<file path="src/rtl/acc_alu_pkg.sv">
package acc_alu_pkg;

    localparam int DATA_W = 8;
    localparam int OP_W   = 4;
    localparam int FLAG_N = 4;
    localparam int NIB_W  = DATA_W / 2;

    typedef enum logic [OP_W-1:0] {
        OP_ADD = 4'd0,
        OP_ADC = 4'd1,
        OP_SUB = 4'd2,
        OP_SBC = 4'd3,
        OP_AND = 4'd4,
        OP_OR  = 4'd5,
        OP_XOR = 4'd6,
        OP_CPL = 4'd7,
        OP_SCF = 4'd8,
        OP_CCF = 4'd9
    } alu_op_e;

    typedef struct packed {
        logic z;
        logic n;
        logic h;
        logic c;
    } flags_t;

    typedef enum logic [1:0] {
        LG_AND = 2'd0,
        LG_OR  = 2'd1,
        LG_XOR = 2'd2,
        LG_INV = 2'd3
    } logic_sel_e;

    function automatic logic [DATA_W-1:0] pack_flags(input flags_t f);
        return {f, {(DATA_W-FLAG_N){1'b0}}};
    endfunction

endpackage

</file>
<file path="src/rtl/acc_alu_addsub.sv">
module acc_alu_addsub #(
    parameter int W = acc_alu_pkg::DATA_W
) (
    input  logic [W-1:0] a,
    input  logic [W-1:0] b,
    input  logic         cin,
    input  logic         sub,
    output logic [W-1:0] res,
    output logic         carry,
    output logic         half
);
    localparam int H = W / 2;

    logic [W:0] full;
    logic [H:0] low;

    // Carry and borrow both appear as the bit just above the operand width.
    always_comb begin
        if (sub) begin
            full = {1'b0, a} - {1'b0, b} - {{W{1'b0}}, cin};
            low  = {1'b0, a[H-1:0]} - {1'b0, b[H-1:0]} - {{H{1'b0}}, cin};
        end else begin
            full = {1'b0, a} + {1'b0, b} + {{W{1'b0}}, cin};
            low  = {1'b0, a[H-1:0]} + {1'b0, b[H-1:0]} + {{H{1'b0}}, cin};
        end
    end

    assign res   = full[W-1:0];
    assign carry = full[W];
    assign half  = low[H];

endmodule

</file>
<file path="src/rtl/acc_alu_logic.sv">
module acc_alu_logic #(
    parameter int W = acc_alu_pkg::DATA_W
) (
    input  logic [W-1:0]                a,
    input  logic [W-1:0]                b,
    input  acc_alu_pkg::logic_sel_e     sel,
    output logic [W-1:0]                res
);
    import acc_alu_pkg::*;

    always_comb begin
        case (sel)
            LG_AND:  res = a & b;
            LG_OR:   res = a | b;
            LG_XOR:  res = a ^ b;
            default: res = ~a;
        endcase
    end

endmodule

</file>
<file path="src/rtl/acc_alu_flagreg.sv">
module acc_alu_flagreg (
    input  logic                clk,
    input  logic                rst,
    input  logic                load,
    input  acc_alu_pkg::flags_t d,
    output acc_alu_pkg::flags_t q
);
    always_ff @(posedge clk) begin
        if (rst)       q <= '0;
        else if (load) q <= d;
    end


    hold_when_idle_chk: assert property (@(posedge clk) disable iff (rst)
        !load |=> $stable(q));

endmodule

</file>
<file path="src/rtl/acc_alu.sv">
module acc_alu
    import acc_alu_pkg::*;
#(
    parameter int W   = DATA_W,
    parameter int OPW = OP_W
) (
    input  logic           clk,
    input  logic           rst,
    input  logic [OPW-1:0] op_code,
    input  logic [W-1:0]   acc_in,
    input  logic [W-1:0]   operand_in,
    input  logic           flag_load,
    output logic [W-1:0]   result_out,
    output logic [W-1:0]   flag_byte
);
    flags_t     flags_q;
    flags_t     flags_d;
    logic       is_sub;
    logic       use_cin;
    logic [W-1:0] as_res;
    logic       as_carry;
    logic       as_half;
    logic [W-1:0] lg_res;
    logic_sel_e lg_sel;

    assign is_sub  = (op_code == OP_SUB) || (op_code == OP_SBC);
    assign use_cin = (op_code == OP_ADC) || (op_code == OP_SBC);

    acc_alu_addsub #(.W(W)) u_addsub (
        .a     (acc_in),
        .b     (operand_in),
        .cin   (use_cin & flags_q.c),
        .sub   (is_sub),
        .res   (as_res),
        .carry (as_carry),
        .half  (as_half)
    );

    always_comb begin
        case (op_code)
            OP_AND:  lg_sel = LG_AND;
            OP_OR:   lg_sel = LG_OR;
            OP_XOR:  lg_sel = LG_XOR;
            default: lg_sel = LG_INV;
        endcase
    end

    acc_alu_logic #(.W(W)) u_logic (
        .a   (acc_in),
        .b   (operand_in),
        .sel (lg_sel),
        .res (lg_res)
    );

    always_comb begin
        result_out = acc_in;
        flags_d    = flags_q;
        case (op_code)
            OP_ADD, OP_ADC, OP_SUB, OP_SBC: begin
                result_out = as_res;
                flags_d.z  = (as_res == '0);
                flags_d.n  = is_sub;
                flags_d.h  = as_half;
                flags_d.c  = as_carry;
            end
            OP_AND, OP_OR, OP_XOR: begin
                result_out = lg_res;
                flags_d.z  = (lg_res == '0);
                flags_d.n  = 1'b0;
                flags_d.h  = (op_code == OP_AND);
                flags_d.c  = 1'b0;
            end
            OP_CPL: begin
                result_out = lg_res;
                flags_d.n  = 1'b1;
                flags_d.h  = 1'b1;
            end
            OP_SCF: begin
                flags_d.n = 1'b0;
                flags_d.h = 1'b0;
                flags_d.c = 1'b1;
            end
            OP_CCF: begin
                flags_d.n = 1'b0;
                flags_d.h = 1'b0;
                flags_d.c = ~flags_q.c;
            end
            default: ;
        endcase
    end

    acc_alu_flagreg u_flags (
        .clk  (clk),
        .rst  (rst),
        .load (flag_load),
        .d    (flags_d),
        .q    (flags_q)
    );

    assign flag_byte = pack_flags(flags_q);


    low_nibble_zero_chk: assert property (@(posedge clk) disable iff (rst)
        flag_byte[3:0] == 4'd0);


    scf_sets_c_chk: assert property (@(posedge clk) disable iff (rst)
        (flag_load && op_code == OP_SCF) |=> flag_byte[4]);


    ccf_flips_c_chk: assert property (@(posedge clk) disable iff (rst)
        (flag_load && op_code == OP_CCF) |=> flag_byte[4] != $past(flag_byte[4]));


    zero_tracks_result_chk: assert property (@(posedge clk) disable iff (rst)
        (flag_load && op_code <= OP_XOR) |=> flag_byte[7] == ($past(result_out) == '0));


    sub_sets_n_chk: assert property (@(posedge clk) disable iff (rst)
        (flag_load && (op_code == OP_SUB || op_code == OP_SBC)) |=> flag_byte[6]);


    and_h_set_c_clear_chk: assert property (@(posedge clk) disable iff (rst)
        (flag_load && op_code == OP_AND) |=> (flag_byte[5] && !flag_byte[4]));


    unused_code_hold_chk: assert property (@(posedge clk) disable iff (rst)
        (op_code > OP_CCF) |=> $stable(flag_byte));

endmodule

</file>
<file path="config.mk">
export PLATFORM = sky130hd
export DESIGN_NAME = acc_alu
export DESIGN_NICKNAME = d
export VERILOG_FILES = /design/src/rtl/acc_alu_pkg.sv /design/src/rtl/acc_alu_addsub.sv /design/src/rtl/acc_alu_logic.sv /design/src/rtl/acc_alu_flagreg.sv /design/src/rtl/acc_alu.sv
export SDC_FILE = /design/constraint.sdc
export NUM_CORES = 1
export LEC_CHECK = 0
export BUFFER_PORTS_ARGS = -buffer_cell sky130_fd_sc_hd__buf_2
export CAP_MARGIN = 30
export CORE_UTILIZATION = 48
export CTS_CLUSTER_SIZE = 40
export DETAILED_ROUTE_END_ITERATION = 6
export PLACE_DENSITY = 0.7
export SLEW_MARGIN = 20
export SYNTH_ARGS = -nofsm -noshare
export SYNTH_HDL_FRONTEND = slang
export SYNTH_SLANG_ARGS = --single-unit
</file>
<file path="constraint.sdc">
create_clock -name clk -period 9.25 [get_ports clk]
set_input_delay 0.925 -clock clk [delete_from_list [all_inputs] [get_ports clk]]
set_output_delay 0.925 -clock clk [all_outputs]
set_load 0.01 [all_outputs]
</file>
; ---- Word level (Yosys, flattened, before mapping)
; Index checks and enable logic that the tools add are counted.
; Widths: inputs -> output; s select.
[totals]
output_inout_bits = 16
n_memories = 0
regBits = 4
inputBits = 23
romBits = 0
latchBits = 0
ramBits = 0
wordCells = 53
[op_classes]
n_mux = 8
add_sub_neg = 8
div = 0
eq_ne = 11
n_shift = 0
order_cmp = 0
n_bitwise = 6
multipliers = 0
n_reduce_logical = 16
[ops]
columns = operator, n
row1 = $pmux 8 s3, 1
row2 = $eq 4x3->1 const B, 4
row3 = $logic_not 8->1, 2
row4 = $pmux 8 s2, 1
row5 = $add 8x8->9, 1
row6 = $add 9x1->9, 1
row7 = $mux 9, 1
row8 = $sub 8x8->9, 1
row9 = $sub 9x1->9, 1
row10 = $and 8x8->8, 1
row11 = $eq 4x2->1 const B, 2
row12 = $eq 4x4->1 const B, 2
row13 = $not 8->8, 1
row14 = $or 8x8->8, 1
row15 = $pmux 2 s4, 1
row16 = $reduce_bool 4->1, 2
row17 = $reduce_or 4->1, 2
row18 = $xor 8x8->8, 1
row19 = $pmux 2 s3, 1
row20 = $reduce_and 2->1, 3
row21 = $add 4x4->5, 1
row22 = $add 5x1->5, 1
row23 = $mux 5, 1
row24 = $sub 4x4->5, 1
row25 = other kinds (14), 15

; ---- Longest topological paths before layout
[depth]
ltp_word = 7
depth_mapped = 14
depth_no_buf = 12

; ---- Cells and area by module
; A second synthesis with hierarchy kept.
[hier_totals]
hier_cells = 253
area_unflattened_um2 = 1990.7
[modules_own_cells]
columns = module, area_per_inst_um2, instances, seq_area_each_um2, cells_per_inst
row1 = acc_alu_addsub, 927.1, 1, 0.0, 124
row2 = acc_alu_logic, 493.0, 1, 0.0, 50
row3 = acc_alu, 430.4, 1, 0.0, 66
row4 = acc_alu_flagreg, 140.1, 1, 80.1, 13

; ---- Least setup slack after synthesis
; Ideal clock, no wire load.
[synth_timing]
path_type = in2out
start = input port op_code[3]
end = output port result_out[7]
t_required_ns = 8.325
arrival_time_ns = 3.718
path_buffers = 2
path_stages = 14
path_slack_ns = 4.607
cell_sequence = buf_6 clkbuf_1 clkinv_1 nand4_1 inv_1 fa_1 inv_1 ha_1 o21ai_0 a2111oi_1 nor3_1 o31ai_1 o21ai_1 a31oi_1
[synth_between]
elab_chain_cells = 6
word_cells_on_any_way = 22
classes_between = 2 x add/sub / 9 x eq/ne / 4 x mux / 1 x bitwise / 6 x reduce/logical
[synth_lines]
columns = item, line
row1 = from (decl), acc_alu.sv:9  ; input logic [OPW-1:0] op_code,
row2 = $eq 4x1->1 / $eq 4x2->1 (equally long branches), "acc_alu.sv:27, acc_alu.sv:58, acc_alu.sv:26"
row3 = $logic_or 1x1->1, acc_alu.sv:27  ; assign use_cin = (op_code == OP_ADC) || (op_code == OP_SBC);
row4 = $and 1x1->1, acc_alu.sv:32  ; .cin (use_cin & flags_q.c),
row5 = $add 9x1->9 / $sub 9x1->9 (equally long branches), "acc_alu_addsub.sv:23, acc_alu_addsub.sv:20"
row6 = $mux 9, acc_alu_addsub.sv:19  ; if (sub) begin
row7 = $pmux 8 s2 (*), acc_alu.sv:58  ; case (op_code)
row8 = to (decl), acc_alu.sv:13  ; output logic [W-1:0] result_out,
; Mark *: on every way between the ends. The rest lies on a longest branch, timed or not.

; ---- Worst setup path after layout
; Ends and elaborated chain as after synthesis.

==> impl_metrics.toml <==
[yosys]
netlist_top_cells_area = "ha_1 19%, inv_1 5.9%, a21oi_1 4.1%"
yosys-top-cells-count = "31 x inv_1, 30 x ha_1, 18 x nor2_1"
seq_area_frac_synth_pct = 4.06
synth_async_sr_flop_share_pct = 0
synth_top_family_by_area = "compound AO/OA/AOI/OAI gates"
netlist.area_leader.share_pct = 19.0
yosysMostFrequentCell = "inv_1"
synth-main-ff-cell = "dfxtp_1"
ys_warn_count = 0
synthesis.instances = 275
synthAdderAreaFrac_pct = 23.1
synth_compound_area_share_pct = 29.3
synthMuxAreaShare_pct = 4.95
syn_area_um2 = 1970
synth_xor_area_share_pct = 3.99
synth_cell_types = 58
synth_seq_cells = 4
avgSynthCellArea_um2 = 7.18
synth_edf_count = 0
synth_simple_gate_area_share_pct = 22.7
yosysTopAreaCell = "ha_1"

[clock_network]
cts.sinks = 4
numCtsBuffers = 3
cts_tree = "yes"
clk_path_buf_depth = 2
h-tree-depth = 1
clk_pin_slew_ns = 0.03
clkLatencyLatePin_ns = 0.22
cts-root-buf = "clkbuf_8"
postCtsSetupBuffers = 0
hold_buffers = 0
cts_resized = 0

[power_and_ir_drop]
powerDensity_nw_per_um2 = 85.5
p_leak_nw = 1.00
vdd_ir_drop_max_mv = 0.0316
switching_share_pct = 46.2
total_power_w = 0.000183
clock_power_share_pct = 20.0
power_switching_w = 0.0000846
combPwrFrac_pct = 69.6
seqPwrFrac_pct = 10.3
internal-power_w = 0.0000987

[global_route]
grt_pass1_vias = 1841
track_usage_pct = 25.4
antenna_found_initial = 0
overflow = 0
grt_max_degree = 29
grt_pass1_wl_mm = 8.73

[worst_hold_path]
min_to = "u_flags.q[1]"
hold_path_class = "register to register"
holdCritStartpoint = "u_flags.q[1]"
holdPathStages = 2

[timing]
setup_violations = 0
setup_ws_ns = 4.21
relSlewSlack_pct = 45.2
maxSlewViolCount = 0
finalCritPeriodShare_pct = 54.5
maxClockFrequency_ghz = 0.198
fin_crit_ns = 5.04
rsz0062_at_grt = "false"
hold_viol_final = 0
worst_pin_slew_ns = 0.819
fin_setup_tns_ns = 0
finClkSkew_ns = 0.000594

[floorplan]
core-area_um2 = 3800
dieArea_um2 = 4370
die_w_um = 66.1
row_count = 22
start_util_pct = 51.9
die_h_um = 66.1
ios = 39

[critical_path]
crit_arrival_ns = 4.12
worstPathRequired_ns = 8.33
endpoint_kind = "output port"
rr_endpoint = "u_flags.q[3]"
r2r_cells = 11
startpoint_type = "primary input"
ff2ff_setup_slack_ns = 6.45
path_max_fanout = 17
crit_type = "primary input to output port"
r2r_start = "u_flags.q[0]"

[final_layout]
n_antenna_cell = 0
design_area_um2 = 2140
regMostFlops = "u_flags.q"
synthToLayoutAreaGrowth_pct = 8.69
largest_register_ffs = 4
nNetsFinal = 354
top_regs = "u_flags.q (4)"
drive_gt1_share_pct = 15.9

[detailed_routing]
num_vias = 2031
drt_iter0_markers = 141
ant_nets = 0
firstDrtPassIters = 5
wl_per_cell_um = 15.3
vias_per_cell = 5.92
wirelength_mm = 5.26
drc = 0

[placed_design]
dp_hpwl_mm = 4.16
dp_slack_ns = 4.24
routabilityCongestion = 0.932
placed_cell_area_um2 = 2100
port_buffers = 34

[run_status]
status = "completed"

[run]
maxCapViolations = 0
metal layers:
layer,GRT usage (%),vias up,routed length [um]
met2,43.6,71,2480
met1,35.5,939,2440
met5,0,-,0
li1,-,1017,-
met4,3.46,0,29
met3,1.03,4,311
final cells by class:
cell class,instances,area [um^2]
fillers,404,1650
clock buffers,3,41.3
repair buffers,34,170
multi-input cells,222,1670
inverters,32,120
flip-flops and latches,4,80.1
well taps,48,60.1
worst max-delay path, cell delays in order:
cell and delay, ns:
buf_2 0.27, clkinv_1 0.33, nand4_1 0.23, inv_1 0.07, fa_1 0.49, inv_1 0.10, ha_1 0.14, o21ai_0 0.17
a2111oi_1 0.51, nor3_1 0.09, o31ai_1 0.31, o21ai_1 0.09, a31oi_1 0.22, buf_2 0.17
worst max path at each step:
stage,startpoint,endpoint,slack [ns],cells after the start
6_report,op_code[3],result_out[7],4.21,14
5_1_grt,op_code[3],result_out[7],3.94,14
4_1_cts,op_code[3],result_out[7],4.24,14
3_5_place_dp,op_code[3],result_out[7],4.24,14
3_3_place_gp,op_code[3],result_out[7],4.32,14
2_1_floorplan,op_code[3],result_out[7],4.61,14
through the flow:
step	std cells	hold slack (ns)	utilization, %
CTS	343	0.450	56.5
floorplan	278	0.474	-
global route	343	0.468	56.5
global placement	340	0.443	55.4
detailed placement	340	0.445	55.4
finish	343	0.448	56.5
cells in the final DEF (no fill, tap or decap), types with 3 or more instances in the layout:
cell	n
nor2_1	18
o22ai_1	3
a211oi_1	6
nor4_1	3
a31oi_1	4
o21a_1	7
dfxtp_1	4
o211ai_1	4
a21o_1	3
a32oi_1	3
a21oi_1	16
nor2b_1	6
conb_1	4
o21ai_0	16
or3b_1	3
ha_1	30
nand2_1	16
nand2b_1	9
xnor2_1	4
o31ai_1	4
clkbuf_8	3
mux2i_1	6
fa_1	4
buf_2	34
nor3_1	8
xor2_1	5
nor3b_1	4
o21ai_1	3
inv_1	31
power groups by stage:
stage | Sequential [W] | Clock (W) | Combinational (W)
finish | 0.0000190 | 0.0000367 | 0.000128
CTS | 0.0000189 | 0.0000373 | 0.000126
detailed placement | 0.0000192 | 0 | 0.000125
global route | 0.0000191 | 0.0000382 | 0.000142
floorplan | 0.0000195 | 0 | 0.0000943
global placement | 0.0000192 | 0 | 0.000124
cells by family (layout without fill, tap and decap cells):
| group | count (synthesis) | in the layout |
|---|---|---|
| AOI/OAI and AO/OA | 85 | 85 |
| and+or+nand+nor | 82 | 82 |
| buffers and inverters | 52 | 69 |
| adders and majority gates | 34 | 34 |
| xor gates and xnor gates | 9 | 9 |
| muxes | 8 | 8 |
| DFF | 4 | 4 |
| other | 1 | 4 |
No activity file was read; power rests on OpenSTA's default activity.
